`config.mk`:
```
export PLATFORM = sky130hd
export DESIGN_NAME = ecap_walker
export DESIGN_NICKNAME = d
export VERILOG_FILES = /design/src/rtl/ecap_pkg.sv /design/src/rtl/ecap_off_chk.sv /design/src/rtl/ecap_add_chk.sv /design/src/rtl/ecap_step_ctr.sv /design/src/rtl/ecap_walker.sv
export SDC_FILE = /design/constraint.sdc
export NUM_CORES = 1
export LEC_CHECK = 0
export ABC_CLOCK_PERIOD_IN_PS = 6700
export BUFFER_PORTS_ARGS = -buffer_cell sky130_fd_sc_hd__buf_2
export CAP_MARGIN = 5
export CELL_PAD_IN_SITES_DETAIL_PLACEMENT = 1
export CELL_PAD_IN_SITES_GLOBAL_PLACEMENT = 2
export CORE_ASPECT_RATIO = 0.7
export CORE_MARGIN = 4
export CORE_UTILIZATION = 38
export DETAILED_ROUTE_END_ITERATION = 10
export PLACE_DENSITY = 0.93
export SYNTH_ARGS = -nofsm -noshare
export SYNTH_HDL_FRONTEND = slang
export SYNTH_HIERARCHICAL = 1
export SYNTH_SLANG_ARGS = --single-unit
```
`constraint.sdc`:
```
create_clock -name clk_i -period 6.7 [get_ports clk_i]
set_input_delay 1.34 -clock clk_i [delete_from_list [all_inputs] [get_ports clk_i]]
set_output_delay 1.34 -clock clk_i [all_outputs]
set_load 0.02 [all_outputs]
```
`src/rtl/ecap_pkg.sv`:
```
package ecap_pkg;
  localparam int unsigned OFF_W  = 12;
  localparam int unsigned WORD_W = 32;
  localparam int unsigned ID_W   = 16;
  localparam int unsigned VER_W  = 4;

  typedef struct packed {
    logic [OFF_W-1:0] nxt;
    logic [VER_W-1:0] ver;
    logic [ID_W-1:0]  id;
  } cap_hdr_t;

  typedef enum logic [2:0] {
    S_IDLE, S_RD, S_CHK, S_WR_TAIL, S_WR_NEW
  } walk_state_e;

  typedef enum logic [1:0] {
    OP_FIND, OP_ADD_HEAD, OP_ADD_TAIL
  } walk_op_e;
endpackage

```
`src/rtl/ecap_off_chk.sv`:
```
module ecap_off_chk #(
  parameter int unsigned OFF_W     = 12,
  parameter int unsigned LIST_BASE = 256
) (
  input  logic [OFF_W-1:0] off_i,
  output logic             ok_o
);
  localparam int unsigned SPACE   = 1 << OFF_W;
  localparam int unsigned LAST_OK = SPACE - 8;

  assign ok_o = (off_i >= OFF_W'(LIST_BASE)) && (off_i <= OFF_W'(LAST_OK));
endmodule

```
`src/rtl/ecap_add_chk.sv`:
```
module ecap_add_chk #(
  parameter int unsigned OFF_W     = 12,
  parameter int unsigned LIST_BASE = 256
) (
  input  logic [OFF_W-1:0] offset_i,
  input  logic [OFF_W:0]   size_i,
  output logic             ok_o
);
  localparam int unsigned SPACE = 1 << OFF_W;
  localparam int unsigned SUM_W = OFF_W + 2;

  logic [SUM_W-1:0] end_w;
  assign end_w = SUM_W'(offset_i) + SUM_W'(size_i);

  assign ok_o = (offset_i >= OFF_W'(LIST_BASE)) && (offset_i[1:0] == 2'b00) &&
                (size_i >= (OFF_W+1)'(8)) && (end_w < SUM_W'(SPACE));
endmodule

```
`src/rtl/ecap_step_ctr.sv`:
```
module ecap_step_ctr #(
  parameter int unsigned MAX_STEPS = 1024
) (
  input  logic clk_i,
  input  logic rst_ni,
  input  logic clr_i,
  input  logic inc_i,
  output logic last_o
);
  localparam int unsigned CW = (MAX_STEPS > 1) ? $clog2(MAX_STEPS) : 1;

  logic [CW-1:0] cnt_q;

  always_ff @(posedge clk_i or negedge rst_ni) begin
    if (!rst_ni)    cnt_q <= '0;
    else if (clr_i) cnt_q <= '0;
    else if (inc_i) cnt_q <= cnt_q + 1'b1;
  end

  // true while the header now being checked is the last one allowed
  assign last_o = (cnt_q == CW'(MAX_STEPS - 1));
endmodule

```
`src/rtl/ecap_walker.sv`:
```
module ecap_walker
  import ecap_pkg::*;
#(
  parameter int unsigned LIST_BASE = 256,
  parameter int unsigned MAX_STEPS = 1024
) (
  input  logic                clk_i,
  input  logic                rst_ni,
  input  logic                find_i,
  input  logic                add_i,
  input  logic [ID_W-1:0]     cap_id_i,
  input  logic [VER_W-1:0]    cap_ver_i,
  input  logic [OFF_W-1:0]    offset_i,
  input  logic [OFF_W:0]      size_i,
  output logic                busy_o,
  output logic                done_o,
  output logic                found_o,
  output logic                err_o,
  output logic [OFF_W-1:0]    pos_o,
  output logic [OFF_W-1:0]    prev_o,
  output logic                mem_re_o,
  output logic                mem_we_o,
  output logic [OFF_W-3:0]    mem_addr_o,
  output logic [WORD_W-1:0]   mem_wdata_o,
  input  logic [WORD_W-1:0]   mem_rdata_i
);
  localparam logic [OFF_W-1:0] BASE = OFF_W'(LIST_BASE);

  walk_state_e      state_q;
  walk_op_e         op_q;
  logic [ID_W-1:0]  key_q, new_id_q;
  logic [VER_W-1:0] new_ver_q;
  logic [OFF_W-1:0] new_off_q, cur_q, prv_q, link_q;
  cap_hdr_t         tail_q, hdr;
  logic             done_q, found_q, err_q;
  logic [OFF_W-1:0] pos_q, prev_q;
  logic             nxt_ok, add_ok, step_last;
  logic             start_any, advance;

  assign hdr = cap_hdr_t'(mem_rdata_i);

  ecap_off_chk #(.OFF_W(OFF_W), .LIST_BASE(LIST_BASE)) u_off_chk (
    .off_i(hdr.nxt), .ok_o(nxt_ok)
  );

  ecap_add_chk #(.OFF_W(OFF_W), .LIST_BASE(LIST_BASE)) u_add_chk (
    .offset_i(offset_i), .size_i(size_i), .ok_o(add_ok)
  );

  assign start_any = (state_q == S_IDLE) && (find_i || (add_i && add_ok));
  assign advance   = (state_q == S_CHK) && (op_q != OP_ADD_HEAD) &&
                     !(cur_q == BASE && mem_rdata_i == '0) &&
                     !(op_q == OP_FIND && key_q != '0 && hdr.id == key_q) &&
                     (hdr.nxt != '0) && nxt_ok && !step_last;

  ecap_step_ctr #(.MAX_STEPS(MAX_STEPS)) u_steps (
    .clk_i(clk_i), .rst_ni(rst_ni), .clr_i(start_any), .inc_i(advance),
    .last_o(step_last)
  );

  always_ff @(posedge clk_i or negedge rst_ni) begin
    if (!rst_ni) begin
      state_q   <= S_IDLE;
      op_q      <= OP_FIND;
      key_q     <= '0;
      new_id_q  <= '0;
      new_ver_q <= '0;
      new_off_q <= '0;
      cur_q     <= '0;
      prv_q     <= '0;
      link_q    <= '0;
      tail_q    <= '0;
      done_q    <= 1'b0;
      found_q   <= 1'b0;
      err_q     <= 1'b0;
      pos_q     <= '0;
      prev_q    <= '0;
    end else begin
      done_q <= 1'b0;
      unique case (state_q)
        S_IDLE: begin
          if (find_i) begin
            op_q    <= OP_FIND;
            key_q   <= cap_id_i;
            cur_q   <= BASE;
            prv_q   <= '0;
            state_q <= S_RD;
          end else if (add_i) begin
            if (!add_ok) begin
              done_q <= 1'b1; found_q <= 1'b0; err_q <= 1'b1;
              pos_q  <= '0;   prev_q  <= '0;
            end else begin
              op_q      <= (offset_i == BASE) ? OP_ADD_HEAD : OP_ADD_TAIL;
              key_q     <= '0;
              new_id_q  <= cap_id_i;
              new_ver_q <= cap_ver_i;
              new_off_q <= offset_i;
              cur_q     <= BASE;
              prv_q     <= '0;
              state_q   <= S_RD;
            end
          end
        end
        S_RD: state_q <= S_CHK;
        S_CHK: begin
          if (op_q == OP_ADD_HEAD) begin
            link_q  <= hdr.nxt;
            state_q <= S_WR_NEW;
          end else if (cur_q == BASE && mem_rdata_i == '0) begin
            done_q <= 1'b1; found_q <= 1'b0; err_q <= (op_q != OP_FIND);
            pos_q  <= '0;   prev_q  <= '0;   state_q <= S_IDLE;
          end else if (op_q == OP_FIND && key_q != '0 && hdr.id == key_q) begin
            done_q <= 1'b1; found_q <= 1'b1; err_q <= 1'b0;
            pos_q  <= cur_q; prev_q <= prv_q; state_q <= S_IDLE;
          end else if (hdr.nxt == '0) begin
            if (op_q == OP_FIND) begin
              done_q <= 1'b1; found_q <= 1'b0; err_q <= 1'b0;
              pos_q  <= '0;   prev_q  <= cur_q; state_q <= S_IDLE;
            end else begin
              tail_q  <= hdr;
              link_q  <= '0;
              state_q <= S_WR_TAIL;
            end
          end else if (!nxt_ok || step_last) begin
            done_q <= 1'b1; found_q <= 1'b0; err_q <= 1'b1;
            pos_q  <= '0;   prev_q  <= '0;   state_q <= S_IDLE;
          end else begin
            prv_q   <= cur_q;
            cur_q   <= hdr.nxt;
            state_q <= S_RD;
          end
        end
        S_WR_TAIL: state_q <= S_WR_NEW;
        S_WR_NEW: begin
          done_q <= 1'b1; found_q <= 1'b0; err_q <= 1'b0;
          pos_q  <= new_off_q;
          prev_q <= (op_q == OP_ADD_HEAD) ? '0 : cur_q;
          state_q <= S_IDLE;
        end
        default: state_q <= S_IDLE;
      endcase
    end
  end

  always_comb begin
    mem_re_o    = (state_q == S_RD);
    mem_we_o    = (state_q == S_WR_TAIL) || (state_q == S_WR_NEW);
    mem_addr_o  = (state_q == S_WR_NEW) ? new_off_q[OFF_W-1:2] : cur_q[OFF_W-1:2];
    mem_wdata_o = (state_q == S_WR_TAIL) ? {new_off_q, tail_q.ver, tail_q.id}
                                         : {link_q, new_ver_q, new_id_q};
  end

  assign busy_o  = (state_q != S_IDLE);
  assign done_o  = done_q;
  assign found_o = found_q;
  assign err_o   = err_q;
  assign pos_o   = pos_q;
  assign prev_o  = prev_q;
endmodule

```
# Word-level counts from Yosys, hierarchy flattened
# Cells that the tools add are included.
# W data, S select, Z words.
# totals
register_bits	146
latch_bits	0
ramBits	0
mem_bits_ro	0
out_inout_bits	72
wordCells	188
mem_count	0
# classes
n_addsub	2
n_mul	0
div_mod_pow	0
magnitude_cmp	5
eq_ne	25
n_shift	0
muxes	90
bitwise	5
reduce_logical	44
# op_table
cell	n
$mux W12	36
$pmux W12 S3	2
$mux W16	3
$pmux W12 S2	2
$logic_not A32 Y1	1
$mux W32	1
$mux W10	3
$mux W1	27
$eq A12 B9 Y1 const B	2
$ge A12 B9 Y1 const B	2
$mux W3	7
$eq A16 B16 Y1	1
$ne A2 B2 Y1 const B	8
$reduce_bool A16 Y1	1
$logic_and A1 B1 Y1	15
$add A12 B13 Y14	1
$lt A14 B13 Y1 const B	1
$ge A13 B4 Y1 const B	1
$le A12 B12 Y1 const B	1
$logic_not A12 Y1	1
$pmux W3 S4	1
$reduce_bool A12 Y1	1
$reduce_bool A2 Y1	6
$add A10 B1 Y10 const B	1
other kinds (24)	46

# Depth between registers and ports, before layout
# Gate-level depths: netlist of run 1.
# logic_depth
depth_word	10
depth_mapped	14
ltp_nobuf	12

# Cells and area by module
# The synthesis of run 1 kept the hierarchy.
# by_module_without_submodules
mod	instances	cells_each	area_each_um2	seq_area_each_um2
ecap_walker	1	599	6637.6	3403.3
ecap_step_ctr	1	49	504.2	250.2
ecap_add_chk	1	37	297.8	0.0
ecap_off_chk	1	7	36.3	0.0

# Least setup slack after synthesis of run 1
# OpenSTA, ideal clock, no wires.
# synth_timing
path_type	input to register
start	input port offset_i[4]
end	register u_steps.cnt_q[9]
setup_time_ps	78
arrival_time_ps	4061
t_required_ps	6622
path_slack_ps	2561
stages	13
cell_sequence	ha_1 a21o_2 a31oi_1 o311ai_0 a21oi_1 a21oi_1 or2_2 clkbuf_1 inv_1 clkbuf_1 o2111ai_4 or4_1 a21oi_1
# synth_via
elab_chain_len	8
# synth_rtl
element	line_no	rtl
start, declared	ecap_walker.sv:13	input logic [OFF_W-1:0] offset_i,
parallel branches: the longest is 3 deep, another holds $add A12 B13 Y14	--	
$logic_and A1 B1 Y1 *	ecap_add_chk.sv:16	(size_i >= (OFF_W+1)'(8)) && (end_w < SUM_W'(SPACE));
net add_ok	ecap_walker.sv:37	logic nxt_ok, add_ok, step_last;
$logic_and A1 B1 Y1 *	ecap_walker.sv:50	assign start_any = (state_q == S_IDLE) && (find_i || (add_i && add_ok));
$logic_or A1 B1 Y1 *	ecap_walker.sv:50	
$logic_and A1 B1 Y1 *	ecap_walker.sv:50	
net start_any	ecap_walker.sv:38	logic start_any, advance;
$mux W10 / $reduce_bool A2 Y1 (equally long branches)	--	
end signal, assigned	ecap_step_ctr.sv:17	else if (inc_i) cnt_q <= cnt_q + 1'b1;
end, declared	ecap_step_ctr.sv:12	logic [CW-1:0] cnt_q;
# Mark *: on every way through the listed nets, which the timed path passes.
# A chain may end at the register's enable or synchronous reset.

# Worst setup path after layout of run 1
# layout_timing
start	input port offset_i[2]
end	register u_steps.cnt_q[9]
# layout_via
elab_chain_len	8
# layout_rtl
element	line_no
parallel branches: the longest is 3 deep, another holds $add A12 B13 Y14	--
$logic_and A1 B1 Y1 *	ecap_add_chk.sv:16
net add_ok	ecap_walker.sv:37
$logic_and A1 B1 Y1 *	ecap_walker.sv:50
$logic_or A1 B1 Y1 *	ecap_walker.sv:50
$logic_and A1 B1 Y1 *	ecap_walker.sv:50
$mux W10 / $reduce_bool A2 Y1 (equally long branches)	--
# Marked as above.

==> results of run 1 <==
cell families (layout without fill, tap and decap cells):
group / after synthesis / count (layout) / share of synthesized area
DFF: 146 / 146 / 0.489
other: 0 / 1 / 0
xor gates and xnor gates: 20 / 20 / 0.0234
adders and majority gates: 12 / 12 / 0.0201
AOI/OAI and AO/OA: 137 / 137 / 0.138
buffers and inverters: 89 / 238 / 0.0485
muxes: 99 / 99 / 0.147
and+or+nand+nor: 189 / 189 / 0.134
worst max-delay path: cells and delay by family:
kind / cells / cell delay [ns]
AOI/OAI and AO/OA: 8 / 1.66
and+or+nand+nor: 2 / 1.01
buffers and inverters: 2 / 0.79
adders and majority gates: 1 / 0.30
sequential cells by signal, summed over array words and instances (netlist names), 2 cells and up:
name           cells
tail_q            20
key_q             16
new_id_q          16
cur_q             12
link_q            12
new_off_q         12
pos_o             12
prev_o            12
prv_q             12
u_steps/cnt_q     10
new_ver_q          4
state_q            3
op_q               2
cells in the final DEF (no fill, tap or decap), types with 12 or more instances in the layout:
cell,count
a2111oi_0,12
a21o_1,12
a21oi_1,12
a22o_1,17
buf_2,151
clkbuf_16,17
dfrtp_1,146
ha_1,12
inv_1,42
mux2_2,85
mux2i_1,14
nand2_1,50
nand3_1,21
nand4_1,13
nor2_1,29
nor3_1,14
nor4_1,20
o21ai_0,34
o31ai_1,13
xnor2_1,12
per-stage QoR:
stage                     cell area, um2   util
after floorplan                     7480      -
after global placement              8490  0.444
after detailed placement            8490  0.444
after CTS                           9070  0.474
after global routing                9080  0.475
final                               9080  0.475
worst min path at each step:
stage,start,end,slack [ns],cells past startpoint
4_1_cts,found_o,found_o,0.50,1
3_5_place_dp,found_o,found_o,0.48,1
5_1_grt,found_o,found_o,0.51,1
2_1_floorplan,new_id_q[10],new_id_q[10],0.47,1
3_3_place_gp,found_o,found_o,0.47,1
6_report,found_o,found_o,0.49,1
cell type report:
cell class | instances | area [um2]
Antenna cell | 1 | 2.50
Clock buffer | 20 | 457
Clock inverter | 12 | 131
Fill cell | 2190 | 10100
Inverter | 43 | 161
Multi-Input combinational cell | 457 | 3490
Sequential cell | 146 | 3650
Tap cell | 264 | 330
Timing Repair Buffer | 163 | 850
layer usage:
| layer | share of wire | vias up |
|---|---|---|
| li1 | - | 2813 |
| met1 | 0.48 | 3156 |
| met2 | 0.44 | 160 |
| met3 | 0.058 | 29 |
| met4 | 0.013 | 4 |
| met5 | 0.00090 | - |
power by group:
part           switching, uW  internal (uW)  leakage [uW]
combinational            689            465       0.00219
sequential               218           1120       0.00190
clock                    383            569      0.000291
total                   1290           2150       0.00438
==> metrics.cfg, run 1 <==
[outcome]
status=finished, final reports clean

[setup_path]
worstSetupEndpointType=register
slowest_delay_ns=0.67
arrival_ns=5.12
r2r_end=u_steps/cnt_q[8]
cp_data_required_time_ns=7.04
crit_chain=buf_2 > ha_1 > a21oi_1 > a21oi_1 > a31oi_1 > o311ai_0 > a21oi_1 > a21oi_1 > or2_2 > inv_1 > o2111ai_4 > or4_1 > a21oi_1
cp-start-kind=input port
cp_max_fo=31
endpoint=u_steps/cnt_q[9]
r2r_cells=8
rr_startpoint=state_q[2]
cp_common_cell=a21oi_1
crit_slowest_cell=inv_1
rrSetupSlack_ns=3.14
critical_path_class=input port to register
critical_path.startpoint=offset_i[2]

[synthesis]
synth-edff-count=0
synthesis.instances=692
synthFlopType=dfrtp_1
ys_seq_area_frac=0.489
yosysUniqueCellTypes=56
yosysTopAreaCellShare=0.489
syn_avg_cell_area_um2=10.8
yosysMostFrequentCell=dfrtp_1
ys_ff_latch=146
synth_area_leader_cell=dfrtp_1
synth_area_um2=7480
synthTopCellsByArea=dfrtp_1 (49%), mux2_2 (13%), nand2_1 (2.5%)
yosysWarnings=6
synthTopCellsByCount=dfrtp_1 (146), mux2_2 (85), nand2_1 (50)
synthArstFlopShare=1.00
synth_nets=785

[clock_network]
clockBufferDepth=2
cts_hold_buf=0
cts_setup_buffers=0
cts_root_buf=clkbuf_16
h-tree-depth=4
numCtsBuffers=17
clock_latency_ns=0.42
cts_sinks=146
post_cts_resized=0
clkTransAtPathRegs_ns=0.06
cts_tree=yes

[placement]
placed_cells=1073
gp_congestion=0.871
dpl.hpwl_um=17200
numPortBuffers=152
place_ws_ns=1.53

[global_route]
first_global_vias=6478
met1_usage=0.326
met3_usage=0.0546
grt_overflow=0
grt_usage=0.218
grt_pass1_wl_um=37700
grt_use_met2=0.321
antenna_found_initial=3
grt_max_degree=95
busiest_layer=met1

[detailed_routing]
viasPerCell=5.57
wire_per_inst_um=21.2
num_vias=6162
drc=0
routed_wl_um=23500
detail_route.iter0.violations=316
drtAntennaViolNets=0
drt_pass1_iterations=4

[power_and_ir_drop]
powerDensity_nw_per_um2=379
leakagePower_uw=0.00438
max-vdd-ir-drop_mv=0.138
p_total_uw=3440

[sta]
setup_viol=0
whs_ns=0.492
worstMarginPinSlew_ns=1.18
clock-skew-final_ns=0.00899
min_period_ns=4.79
fmax_mhz=209
slew_headroom=0.214
postLayoutSetupSlackWorst_ns=1.91
finalHoldViolCount=0
rsz0062_at_grt=no
finalCritPeriodShare=0.714
tns_ns=0
maxSlewViolCount=0

[floorplanning]
start_util=0.391
chipHeight_um=125
rows=42
die_area_um2=22000
pin_count=153
coreArea_um2=19100
die_width_um=176

[layout]
area_delta_synth_final_pct=21.4
nNetsFinal=921
fin_cells=1106
drive_gt1_frac=0.348

[hold_path]
min_path_type=register to register

[flow_run]
maxCapViolCount=0

No activity file was read; power rests on OpenSTA's default activity.
==> run 2: changes to the inputs <==
ABC_CLOCK_PERIOD_IN_PS = 4700   (was 6700)
CORE_UTILIZATION = 35   (was 38)
PLACE_DENSITY = 0.87   (was 0.93)
clock period = 4.7 ns   (was 6.7 ns; I/O delays follow)
==> metrics.cfg, run 2 (synthesis gave the netlist of run 1 again) <==
[global_route]
grt_usage=0.208  ; -0.0105
met1_usage=0.311  ; -0.0150
grt_use_met2=0.309  ; -0.0123
busiest_layer=met1
grt_overflow=0  ; unchanged
antenna_found_initial=7  ; +4
met3_usage=0.0502  ; -0.00446
grt_max_degree=111  ; +17%
first_global_vias=6539  ; +0.94%
grt_pass1_wl_um=38100  ; +0.97%

[sta]
rsz0062_at_grt=no
fmax_mhz=298
whs_ns=0.473  ; -0.0193 ns
setup_viol=0  ; unchanged
finalCritPeriodShare=0.715
slew_headroom=0.284  ; +0.0704
min_period_ns=3.36
finalHoldViolCount=0  ; unchanged
tns_ns=0  ; unchanged
worstMarginPinSlew_ns=1.07  ; -0.102 ns
maxSlewViolCount=0  ; unchanged
clock-skew-final_ns=0.0131  ; +0.00409 ns

[clock_network]
post_cts_resized=0  ; unchanged
cts_sinks=146  ; unchanged
cts_tree=yes
numCtsBuffers=17  ; unchanged
h-tree-depth=4  ; unchanged
cts_root_buf=clkbuf_16
cts_hold_buf=0  ; unchanged
clockBufferDepth=2  ; unchanged
cts_setup_buffers=0  ; unchanged
clkTransAtPathRegs_ns=0.06  ; about the same
clock_latency_ns=0.43  ; about the same

[detailed_routing]
drc=0  ; unchanged
drt_pass1_iterations=4  ; unchanged
viasPerCell=5.54  ; -0.52%
routed_wl_um=24600  ; +4.8%
wire_per_inst_um=21.9  ; +3.2%
num_vias=6224  ; +1.0%
drtAntennaViolNets=0  ; unchanged
detail_route.iter0.violations=497  ; +57%

[placement]
gp_congestion=0.862  ; -1.1%
numPortBuffers=152  ; unchanged
dpl.hpwl_um=17900  ; +3.8%

[outcome]
status=finished, final reports clean

[setup_path]
crit_slowest_cell=nand3b_1
crit_chain=nand3b_1 > buf_4 > mux2_2 > buf_2
cp_top_family=buffers and inverters
arrival_ns=2.42  ; -2.70 ns
slowest_delay_ns=0.52  ; -0.15 ns
cp-start-kind=register
worst-path-buf-inv=2  ; unchanged
cp_max_fo=22  ; -29%
worstSetupEndpointType=primary output
critical_path_class=register to primary output
cp_data_required_time_ns=3.76  ; -3.28 ns

[flow_run]
maxCapViolCount=0  ; unchanged

[floorplanning]
pin_count=153  ; unchanged
coreArea_um2=20900  ; +9.1%
chipHeight_um=130  ; +3.9%
die_area_um2=23800  ; +8.1%
die_width_um=183  ; +4.0%
start_util=0.358  ; -0.0325
rows=44  ; +4.8%

[power_and_ir_drop]
powerDensity_nw_per_um2=540  ; +42%
max-vdd-ir-drop_mv=0.227  ; +64%
leakagePower_uw=0.00439  ; +0.21%

[layout]
fin_util=0.438  ; -0.0369
mostFrequentLayoutCell=buf_2
largest_register_ffs=20  ; unchanged
mostFrequentLayoutCells=buf_2 (151), dfrtp_1 (146), mux2_2 (85), nand2_1 (50), inv_1 (42)
regMostFlops=tail_q
nNetsFinal=927  ; +0.65%
nFillCells=2367  ; +8.1%
drive_gt1_frac=0.351  ; +0.00225
n_antenna_cell=0  ; -1
area_delta_synth_final_pct=22.1
top_regs=tail_q: 20 flops, key_q: 16 flops, new_id_q: 16 flops

[hold_path]
min_path_type=register to register

run 2: stage by stage:
stage,std cells,setup WS (ns),total power (uW),cell area [um2]
after global routing,1123,1.18,5190,9130
after floorplan,692,0.961,2950,7480
after global placement,1091,1.06,3570,8570
after CTS,1123,1.30,4960,9130
after detailed placement,1091,0.980,3620,8570
final,1123,1.34,4930,9130
run 2: worst paths after layout:
path                                  from        endpoint  slack, ns  cells past startpoint
min in group asynchronous           rst_ni          done_o       0.65                      1
worst min register to register     found_o         found_o       0.47                      1
max in group asynchronous           rst_ni    new_ver_q[0]       3.21                      2
worst max-delay path            state_q[0]  mem_wdata_o[0]       1.34                      4
worst min-delay path               found_o         found_o       0.47                      1
worst max register to register    cur_q[7]           err_o       1.80                      8
run 2: routing by layer:
| layer | part of all wire | routed length, um |
|---|---|---|
| met1 | 0.50 | 12200 |
| met2 | 0.44 | 10700 |
| met3 | 0.060 | 1470 |
| met4 | 0.0062 | 153 |
| met5 | 0.0026 | 65 |
run 2: area by class of cell:
type,instances,area [um2],share of cell area
Clock buffer,20,437,0.0478
Timing Repair Buffer,169,920,0.101
Clock inverter,12,123,0.0134
Sequential cell,146,3650,0.400
Multi-Input combinational cell,457,3490,0.382
Inverter,43,161,0.0177
Tap cell,276,345,0.0378
run 2: where the power goes:
group,internal [uW],total [uW],switching (uW)
logic,677,1680,1000
registers,1590,1930,339
clock network,739,1320,582
run 2: worst reg2reg max path, cell delays in order, from the launching register on:
cell and delay [ns]:
dfrtp_1 0.41, nor4_1 0.47, nand4_1 0.21, nor4_4 0.31, buf_4 0.26, nor3b_2 0.10, o221a_4 0.33, inv_2 0.33
mux2_2 0.38
